**src/rtl/alu_pkg.sv**
```systemverilog
package alu_pkg;

  typedef enum logic [4:0] {
    OP_ADD = 5'd0,
    OP_ADC = 5'd1,
    OP_SUB = 5'd2,
    OP_SBB = 5'd3,
    OP_AND = 5'd4,
    OP_XOR = 5'd5,
    OP_OR  = 5'd6,
    OP_CMP = 5'd7,
    OP_INC = 5'd8,
    OP_DEC = 5'd9,
    OP_RLC = 5'd10,
    OP_RRC = 5'd11,
    OP_RAL = 5'd12,
    OP_RAR = 5'd13,
    OP_DAA = 5'd14,
    OP_CMA = 5'd15,
    OP_CMC = 5'd16,
    OP_STC = 5'd17
  } alu_op_e;

  localparam int FLW  = 8;
  localparam int F_CY = 0;
  localparam int F_P  = 2;
  localparam int F_AC = 4;
  localparam int F_Z  = 6;
  localparam int F_S  = 7;
  localparam logic [FLW-1:0] FLAG_MASK = 8'hD5;

endpackage

```
**src/rtl/alu_addsub.sv**
```systemverilog
module alu_addsub #(
  parameter int DW  = 8,
  parameter int NIB = 4
) (
  input  logic [DW-1:0] a_i,
  input  logic [DW-1:0] b_i,
  input  logic          cin_i,
  input  logic          sub_i,
  output logic [DW-1:0] res_o,
  output logic          cy_o,
  output logic          hc_o
);
  logic [DW-1:0] b_eff;
  logic          c_eff;
  logic [DW:0]   full;
  logic [NIB:0]  low;

  always_comb begin
    b_eff = sub_i ? ~b_i : b_i;
    c_eff = sub_i ? ~cin_i : cin_i;
    full  = {1'b0, a_i} + {1'b0, b_eff} + {{DW{1'b0}}, c_eff};
    low   = {1'b0, a_i[NIB-1:0]} + {1'b0, b_eff[NIB-1:0]} + {{NIB{1'b0}}, c_eff};
    res_o = full[DW-1:0];
    // subtraction reports borrow, the inverse of the adder carry
    cy_o  = sub_i ? ~full[DW] : full[DW];
    hc_o  = sub_i ? ~low[NIB] : low[NIB];
  end
endmodule

```
**src/rtl/alu_bitops.sv**
```systemverilog
module alu_bitops #(
  parameter int DW = 8
) (
  input  alu_pkg::alu_op_e op_i,
  input  logic [DW-1:0]    a_i,
  input  logic [DW-1:0]    b_i,
  input  logic             cy_i,
  output logic [DW-1:0]    res_o,
  output logic             cy_o
);
  import alu_pkg::*;

  always_comb begin
    res_o = a_i;
    cy_o  = cy_i;
    case (op_i)
      OP_AND: res_o = a_i & b_i;
      OP_XOR: res_o = a_i ^ b_i;
      OP_OR:  res_o = a_i | b_i;
      OP_RLC: begin
        res_o = {a_i[DW-2:0], a_i[DW-1]};
        cy_o  = a_i[DW-1];
      end
      OP_RRC: begin
        res_o = {a_i[0], a_i[DW-1:1]};
        cy_o  = a_i[0];
      end
      OP_RAL: begin
        res_o = {a_i[DW-2:0], cy_i};
        cy_o  = a_i[DW-1];
      end
      OP_RAR: begin
        res_o = {cy_i, a_i[DW-1:1]};
        cy_o  = a_i[0];
      end
      OP_CMA: res_o = ~a_i;
      default: ;
    endcase
  end
endmodule

```
**src/rtl/alu_bcd_adj.sv**
```systemverilog
module alu_bcd_adj #(
  parameter int DW  = 8,
  parameter int NIB = 4
) (
  input  logic [DW-1:0] a_i,
  input  logic          ac_i,
  input  logic          cy_i,
  output logic [DW-1:0] res_o,
  output logic          ac_o,
  output logic          cy_o
);
  localparam logic [NIB-1:0] DIG_MAX = NIB'(9);
  localparam logic [NIB-1:0] DIG_FIX = NIB'(6);

  logic          lo_fix;
  logic          hi_fix;
  logic [NIB:0]  lo_sum;
  logic [DW:0]   step1;

  always_comb begin
    lo_fix = (a_i[NIB-1:0] > DIG_MAX) | ac_i;
    lo_sum = {1'b0, a_i[NIB-1:0]} + (lo_fix ? {1'b0, DIG_FIX} : '0);
    step1  = {1'b0, a_i} + (lo_fix ? (DW+1)'(DIG_FIX) : '0);
    // high digit is judged after the low correction has been applied
    hi_fix = cy_i | step1[DW] | (step1[2*NIB-1:NIB] > DIG_MAX);
    res_o  = step1[DW-1:0] + (hi_fix ? (DW'(DIG_FIX) << NIB) : '0);
    ac_o   = lo_sum[NIB];
    cy_o   = hi_fix;
  end
endmodule

```
**src/rtl/acc_alu.sv**
```systemverilog
module acc_alu #(
  parameter int DW = 8
) (
  input  logic                  clk,
  input  logic                  rst_n,
  input  logic                  en_i,
  input  logic [4:0]            op_i,
  input  logic [DW-1:0]         acc_i,
  input  logic [DW-1:0]         opnd_i,
  input  logic [alu_pkg::FLW-1:0] flags_i,
  output logic [DW-1:0]         acc_q,
  output logic [alu_pkg::FLW-1:0] flags_q
);
  import alu_pkg::*;

  localparam int NIB = 4;

  alu_op_e        op;
  logic [DW-1:0]  as_b;
  logic           as_cin;
  logic           as_sub;
  logic [DW-1:0]  as_res;
  logic           as_cy;
  logic           as_hc;
  logic [DW-1:0]  bit_res;
  logic           bit_cy;
  logic [DW-1:0]  bcd_res;
  logic           bcd_ac;
  logic           bcd_cy;
  logic [DW-1:0]  szp_src;
  logic [FLW-1:0] szp;
  logic [DW-1:0]  acc_nx;
  logic [FLW-1:0] flg_nx;

  assign op = alu_op_e'(op_i);

  // operand steering for the shared adder/subtractor
  always_comb begin
    as_b   = opnd_i;
    as_cin = 1'b0;
    as_sub = 1'b0;
    case (op)
      OP_ADC: as_cin = flags_i[F_CY];
      OP_SUB, OP_CMP: as_sub = 1'b1;
      OP_SBB: begin
        as_sub = 1'b1;
        as_cin = flags_i[F_CY];
      end
      OP_INC: as_b = DW'(1);
      OP_DEC: begin
        as_b   = DW'(1);
        as_sub = 1'b1;
      end
      default: ;
    endcase
  end

  alu_addsub #(.DW(DW), .NIB(NIB)) u_addsub (
    .a_i(acc_i), .b_i(as_b), .cin_i(as_cin), .sub_i(as_sub),
    .res_o(as_res), .cy_o(as_cy), .hc_o(as_hc)
  );

  alu_bitops #(.DW(DW)) u_bitops (
    .op_i(op), .a_i(acc_i), .b_i(opnd_i), .cy_i(flags_i[F_CY]),
    .res_o(bit_res), .cy_o(bit_cy)
  );

  alu_bcd_adj #(.DW(DW), .NIB(NIB)) u_bcd (
    .a_i(acc_i), .ac_i(flags_i[F_AC]), .cy_i(flags_i[F_CY]),
    .res_o(bcd_res), .ac_o(bcd_ac), .cy_o(bcd_cy)
  );

  // sign / zero / parity from whichever result feeds the flags
  always_comb begin
    case (op)
      OP_AND, OP_XOR, OP_OR: szp_src = bit_res;
      OP_DAA:                szp_src = bcd_res;
      default:               szp_src = as_res;
    endcase
    szp        = '0;
    szp[F_S]   = szp_src[DW-1];
    szp[F_Z]   = (szp_src == '0);
    szp[F_P]   = ~^szp_src;
  end

  // next-state selection
  always_comb begin
    acc_nx = acc_i;
    flg_nx = flags_i & FLAG_MASK;
    case (op)
      OP_ADD, OP_ADC, OP_SUB, OP_SBB: begin
        acc_nx       = as_res;
        flg_nx       = szp;
        flg_nx[F_AC] = as_hc;
        flg_nx[F_CY] = as_cy;
      end
      OP_CMP: begin
        flg_nx       = szp;
        flg_nx[F_AC] = as_hc;
        flg_nx[F_CY] = as_cy;
      end
      OP_INC, OP_DEC: begin
        acc_nx       = as_res;
        flg_nx       = szp;
        flg_nx[F_AC] = as_hc;
        flg_nx[F_CY] = flags_i[F_CY];
      end
      OP_AND, OP_XOR, OP_OR: begin
        acc_nx = bit_res;
        flg_nx = szp;
      end
      OP_RLC, OP_RRC, OP_RAL, OP_RAR: begin
        acc_nx       = bit_res;
        flg_nx[F_CY] = bit_cy;
      end
      OP_DAA: begin
        acc_nx       = bcd_res;
        flg_nx       = szp;
        flg_nx[F_AC] = bcd_ac;
        flg_nx[F_CY] = bcd_cy;
      end
      OP_CMA: acc_nx = bit_res;
      OP_CMC: flg_nx[F_CY] = ~flags_i[F_CY];
      OP_STC: flg_nx[F_CY] = 1'b1;
      default: ;
    endcase
  end

  always_ff @(posedge clk or negedge rst_n) begin
    if (!rst_n) begin
      acc_q   <= '0;
      flags_q <= '0;
    end else if (en_i) begin
      acc_q   <= acc_nx;
      flags_q <= flg_nx;
    end
  end

endmodule

```
**config.mk**
```make
export PLATFORM = sky130hd
export DESIGN_NAME = acc_alu
export DESIGN_NICKNAME = d
export VERILOG_FILES = /design/src/rtl/alu_pkg.sv /design/src/rtl/alu_addsub.sv /design/src/rtl/alu_bitops.sv /design/src/rtl/alu_bcd_adj.sv /design/src/rtl/acc_alu.sv
export SDC_FILE = /design/constraint.sdc
export NUM_CORES = 1
export LEC_CHECK = 0
export CORE_UTILIZATION = 35
export CTS_CLUSTER_DIAMETER = 100
export DETAILED_ROUTE_END_ITERATION = 12
export PLACE_DENSITY = 0.61
export RECOVER_POWER = 25
export SYNTH_ARGS = -nofsm -noshare
export SYNTH_HDL_FRONTEND = slang
export SYNTH_SLANG_ARGS = --single-unit
export TNS_END_PERCENT = 20
```
**constraint.sdc**
```tcl
create_clock -name clk -period 1.3 [get_ports clk]
set_clock_uncertainty 0.05 [all_clocks]
set_input_delay 0.325 -clock clk [delete_from_list [all_inputs] [get_ports clk]]
set_output_delay 0.325 -clock clk [all_outputs]
set_load 0.02 [all_outputs]
```
# Word-level counts from Yosys, hierarchy flattened
# Index checks and enable logic that the tools add are counted.
[word_totals]
ff_bits = 16
latch_bits = 0
ram_bits = 0
mem_bits_ro = 0
out_inout_bits = 16
elab_cells = 70
n_memories = 0
[op_classes]
n_addsub = 7
mul = 0
n_div = 0
n_lt_le_gt_ge = 2
n_eq_ne = 17
n_shift = 0
n_mux = 16
n_bitwise = 12
reduce_logical = 14
[ops]
columns = ["op", "count"]
rows = [
  ["$pmux 8 s8", 1],
  ["$eq 5x4->1 const B", 8],
  ["$pmux 8 s3", 1],
  ["$pmux 7 s3", 1],
  ["$eq 5x3->1 const B", 4],
  ["$mux 8", 2],
  ["$not 8->8", 2],
  ["$pmux 8 s2", 1],
  ["$eq 5x2->1 const B", 2],
  ["$eq 5x5->1 const B", 2],
  ["$add 8x8->9", 1],
  ["$add 8x9->9", 1],
  ["$add 9x1->9", 1],
  ["$add 8x8->8", 1],
  ["$and 8x8->8", 1],
  ["$gt 4x4->1 const B", 2],
  ["$logic_not 8->1", 1],
  ["$or 8x8->8", 1],
  ["$reduce_or 2->1", 4],
  ["$reduce_or 4->1", 2],
  ["$reduce_or 8->1", 1],
  ["$reduce_xnor 8->1", 1],
  ["$xor 8x8->8", 1],
  ["$mux 7", 1],
  ["15 further kinds", 25],
]

# Longest topological paths before layout
[logic_depth]
depth_word = 11
mapped_depth = 21
ltp_nobuf = 20

# Cells and area by module
# From an unflattened synthesis, not the netlist that was laid out.
[unflattened]
hier_cells = 353
hier_area_um2 = 2882.8
[by_module_without_submodules]
columns = ["mod", "instances", "cells_per_inst", "area_per_inst_um2", "seq_area_each_um2"]
rows = [
  ["acc_alu", 1, 152, 1333.8, 325.3],
  ["alu_bitops", 1, 121, 884.6, 0.0],
  ["alu_addsub", 1, 52, 439.2, 0.0],
  ["alu_bcd_adj", 1, 28, 225.2, 0.0],
]

# Worst setup path before layout
# Ideal clock, no wire load.
[synth_path]
kind = "in2reg"
from = "in acc_i[3]"
to = "reg flags_q[2] (netlist name)"
setup_time_ns = 0.077
arrival_ns = 3.972
path_slack_ns = -2.800
cell_stages = 20
path_buffers = 1
cell_sequence = "buf_2 o21ai_0 nand2_1 ha_1 fa_1 and3_1 o311a_1 or3_1 ha_1 inv_1 fa_1 xnor2_1 xnor2_1 o22ai_1 and4bb_1 ha_1 xnor2_1 xnor2_1 mux2i_1 a21oi_1"
[synth_between]
elab_chain_len = 11
[synth_lines]
columns = ["item", "line", "rtl"]
rows = [
  ["start, declared", "acc_alu.sv:8", "input logic [DW-1:0] acc_i,"],
  ["$gt 4x4->1", "alu_bcd_adj.sv:21", "lo_fix = (a_i[NIB-1:0] > DIG_MAX) | ac_i;"],
  ["$or 1x1->1", "alu_bcd_adj.sv:21", ""],
  ["$mux 3", "alu_bcd_adj.sv:23", "step1 = {1'b0, a_i} + (lo_fix ? (DW+1)'(DIG_FIX) : '0);"],
  ["$add 8x9->9", "alu_bcd_adj.sv:23", ""],
  ["$gt 4x4->1 or $or 1x1->1 (tied branches)", "alu_bcd_adj.sv:25", "hi_fix = cy_i | step1[DW] | (step1[2*NIB-1:NIB] > DIG_MAX);"],
  ["$or 1x1->1", "alu_bcd_adj.sv:25", ""],
  ["$mux 7", "alu_bcd_adj.sv:26", "res_o = step1[DW-1:0] + (hi_fix ? (DW'(DIG_FIX) << NIB) : '0);"],
  ["$add 8x8->8", "alu_bcd_adj.sv:26", ""],
  ["$pmux 8 s2 (*)", "acc_alu.sv:75", "case (op)"],
  ["$reduce_xnor 8->1 (*)", "acc_alu.sv:83", "szp[F_P] = ~^szp_src;"],
  ["$pmux 7 s3 (*)", "acc_alu.sv:90", "case (op)"],
  ["end signal, assigned", "acc_alu.sv:135", "flags_q <= flg_nx;"],
  ["end, declared", "acc_alu.sv:12", "output logic [alu_pkg::FLW-1:0] flags_q"],
]
# Mark *: on every way between the ends. The rest lies on a longest branch, timed or not.
# A chain may end at the register's enable or synchronous reset.

# Worst setup path after layout
[layout_path]
from = "in acc_i[1]"
to = "reg flags_q[2] (netlist name)"
# Same word-level chain as after synthesis.

==> out/metrics.yaml <==
critical_path:
  cp.required_ns: 1.36
  cp_cell_sequence: "buf_6 > o21ai_2 > nand2_1 > ha_2 > fa_2 > and3_4 > o311a_1 > or3_4 > ha_4 > inv_2 > fa_2 > xnor2_2 > xnor2_1 > o22ai_1 > and4bb_2 > ha_4 > xnor2_2 > xnor2_1 > mux2i_1 > a21oi_1"
  critPathMaxFanout: 3
  crit_slowest_cell: "or3_4"
  endpoint_kind: "flop"
  start_kind: "input pin"
  cp_data_arrival_time_ns: 3.81
  path_class: "input pin to flop"
  cpPeakStageDelay_ns: 0.40
grt:
  grt_pass1_vias: 2938
  grt_util_all_layers_pct: 25.1
  overflow: 0
  antenna_found_initial: 0
  grt_pass1_wl_um: 14700
  grt_max_degree: 28
power:
  powerDensity_nw_per_um2: 741
  vdd_ir_drop_max_v: 0.000355
  power.share.combinational_pct: 72.0
  p_sw_mw: 1.24
  p_leak_nw: 1.94
  pwr-share-seq_pct: 16.6
  switching_share_pct: 40.2
  intPower_mw: 1.84
  p_clk_share_pct: 11.4
drt:
  vias: 3089
  post_drt_wl_per_cell_um: 16.1
  dr.pass1.iters: 4
  drt_iter0_drc: 184
  antenna_left: 0
  drc_errors: 0
  routed_wl_um: 9320
  viasPerCell: 5.34
yosys:
  ys_warn_count: 0
  synth-edff-count: 0
  synthFlopType: "dfrtp_1"
  ys_async_sr_fraction_pct: 100
  synth-seq-area-share_pct: 12.9
  ys_seq_elements: 13
  syn_inst: 329
  postSynthAreaPerCell_sq_um: 7.65
  ys_types: 61
  synth_area_sq_um: 2520
placement:
  routabilityCongestion: 0.929
  dp_slack_ns: -3.14
  port_buffers: 41
  place_hpwl_um: 7280
floorplan:
  initial_core_util_pct: 36.6
  pin_count: 48
  dieArea_sq_um: 7530
  rows: 30
  core_area_sq_um: 6870
  dieWidth_um: 86.8
  die_y_um: 86.8
min_path:
  hp-class: "flop to flop"
clock_tree:
  cts-htree-levels: 1
  insertion_delay_ns: 0.23
  cts_tree: "built"
  cts_sinks: 13
  clock_path_buffers: 2
  cts_root_buf: "clkbuf_8"
  cts_buffers: 3
  clkTransAtPathRegs_ns: 0.05
timing:
  setup_viol: 13
  drv_slew: 0
  rsz0062_at_grt: "yes"
  clock.fmax_ghz: 0.267
  hold_viol_final: 0
  final.setup.tns_ns: -22.64
  worst_slew_pin_slew_ns: 0.689
  relSlewSlack_pct: 54.1
  min_period_over_period_pct: 289
  setup_ws_ns: -2.45
  min_period_ns: 3.75
cells_and_area:
  antenna_cells: 0
  area_growth_pct: 65.4
  num-fill-cells: 629
  drive_above_1_share_pct: 39.8
  nNetsFinal: 549
outcome:
  violations: "setup timing"
  status: "complete, but fails checks"
job:
  maxCapViolations: 0
==> state kept, by name (all words and copies together), names as in the netlist <==
name / flops
flags_q: 5
acc_q: 8
==> cells by family (layout without fill, tap and decap cells) <==
logic type / count (synthesis) / count (layout) / share of synthesized area (%)
muxes: 8 / 8 / 3.18
xor gates and xnor gates: 24 / 24 / 8.35
DFF: 13 / 13 / 12.9
and+or+nand+nor: 102 / 102 / 20.5
adders and majority gates: 34 / 34 / 18.1
AOI/OAI and AO/OA: 101 / 101 / 28.0
buffers and inverters: 46 / 197 / 8.75
other: 1 / 3 / 0.149
==> cell usage after synthesis, types with 2 or more instances <==
cell type  instances  area, sq um
a211oi_1           7         52.6
a21o_1             2         15.0
a21oi_1           24          120
a221oi_1           7         61.3
a22oi_1            7         52.6
a31oi_1            3         18.8
a41o_1             2         20.0
a41oi_1            2         17.5
and3_1             5         31.3
buf_2              8         40.0
buf_4              6         45.0
buf_6              2         22.5
clkbuf_1           6         22.5
dfrtp_1           13          325
fa_1               4         80.1
ha_1              30          375
inv_1             24         90.1
mux2i_1            8         80.1
nand2_1           31          116
nand2b_1           3         18.8
nand3_1            9         45.0
nand3b_1           2         15.0
nand4_1            2         12.5
nor2_1            29          109
nor2b_1            2         12.5
nor3_1             5         25.0
nor3_4             2         32.5
nor3b_1            2         15.0
o211ai_1           2         15.0
o21ai_0           16         80.1
o21ai_1            3         15.0
o221ai_1           2         17.5
o22ai_1            6         37.5
o32a_1             2         20.0
or2_1              2         12.5
or3_1              2         12.5
xnor2_1           21          184
xor2_1             3         26.3
==> layer usage <==
layer  wire [um]  track usage, %  part of all wire [%]  vias up
met2        4430            41.2                    48      126
met4         116            5.91                   1.2        0
met3         430            1.52                   4.6       11
met5           0               0                     0        -
met1        4340            35.8                    47     1446
li1            -               -                     -     1506
==> metrics by stage <==
step           cells  util (%)  hold slack (ns)  power (mW)  area, sq um
2_1_floorplan    331         -          -0.0206        1.60         2570
3_3_place_gp     556      55.1            0.435        2.44         3790
3_5_place_dp     556      55.1            0.446        2.47         3790
4_1_cts          577      59.3            0.351        2.91         4080
5_1_grt          578      60.6            0.475        3.30         4160
6_report         578      60.6            0.451        3.08         4160
==> final timing paths <==
check	start	to	slack, ns	cells past startpoint
max	acc_i[1]	flags_q[2]	-2.45	20
min	flags_q[7]	flags_q[7]	0.45	2
max reg2reg	acc_q[5]	acc_q[5]	0.35	4
min reg2reg	flags_q[7]	flags_q[7]	0.45	2
max in group asynchronous	rst_n	acc_q[4]	0.24	2
min in group asynchronous	rst_n	flags_q[0]	0.52	2
==> placed cells by master, fill, tap and decap left out, types with 6 or more instances in the layout <==
cell and n:
clkbuf_2 7, a211oi_1 7, clkdlybuf4s15_1 6, clkdlybuf4s50_1 17
o21ai_0 14, xnor2_1 14, nor2_1 24, nand3_1 8
buf_4 118, o22ai_1 6, xnor2_2 6, dlygate4sd2_1 7
nand2_1 30, inv_1 23, a22oi_1 6, ha_1 27
dfrtp_1 13, a21oi_1 19, mux2i_1 8, buf_6 10
==> worst max-delay path: cells and delay by family <==
kind	cells	cell delay (ns)
adder cells (fa/ha/maj)	5	1.13
AND/OR/NAND/NOR	4	1.02
AO/OA/AOI/OAI	4	0.58
XOR/XNOR	4	0.50
buffers and inverters	2	0.14
multiplexers	1	0.13
==> final cells by class <==
cell class	count	area, sq um	area share [%]
Clock buffer	4	45.0	1.08
Inverter	24	90.1	2.16
Multi-Input combinational cell	272	2220	53.4
Sequential cell	13	325	7.82
Tap cell	96	120	2.89
Timing Repair Buffer	169	1360	32.7
==> what timing repair did <==
action                                  4_1_cts  5_1_grt
pin swaps                                    30       21
hold buffers                                  0        0
buffers inserted                             18        1
endpoints found under the setup margin       26       21
gates resized for setup                      79       29
==> power groups by stage <==
stage / registers (mW) / logic, mW / clock network (mW)
finish: 0.511 / 2.22 / 0.351
global route: 0.517 / 2.40 / 0.379
global placement: 0.514 / 1.92 / 0
detailed placement: 0.518 / 1.95 / 0
CTS: 0.512 / 2.04 / 0.359
floorplan: 0.605 / 0.997 / 0
No activity file was read; power rests on OpenSTA's default activity.
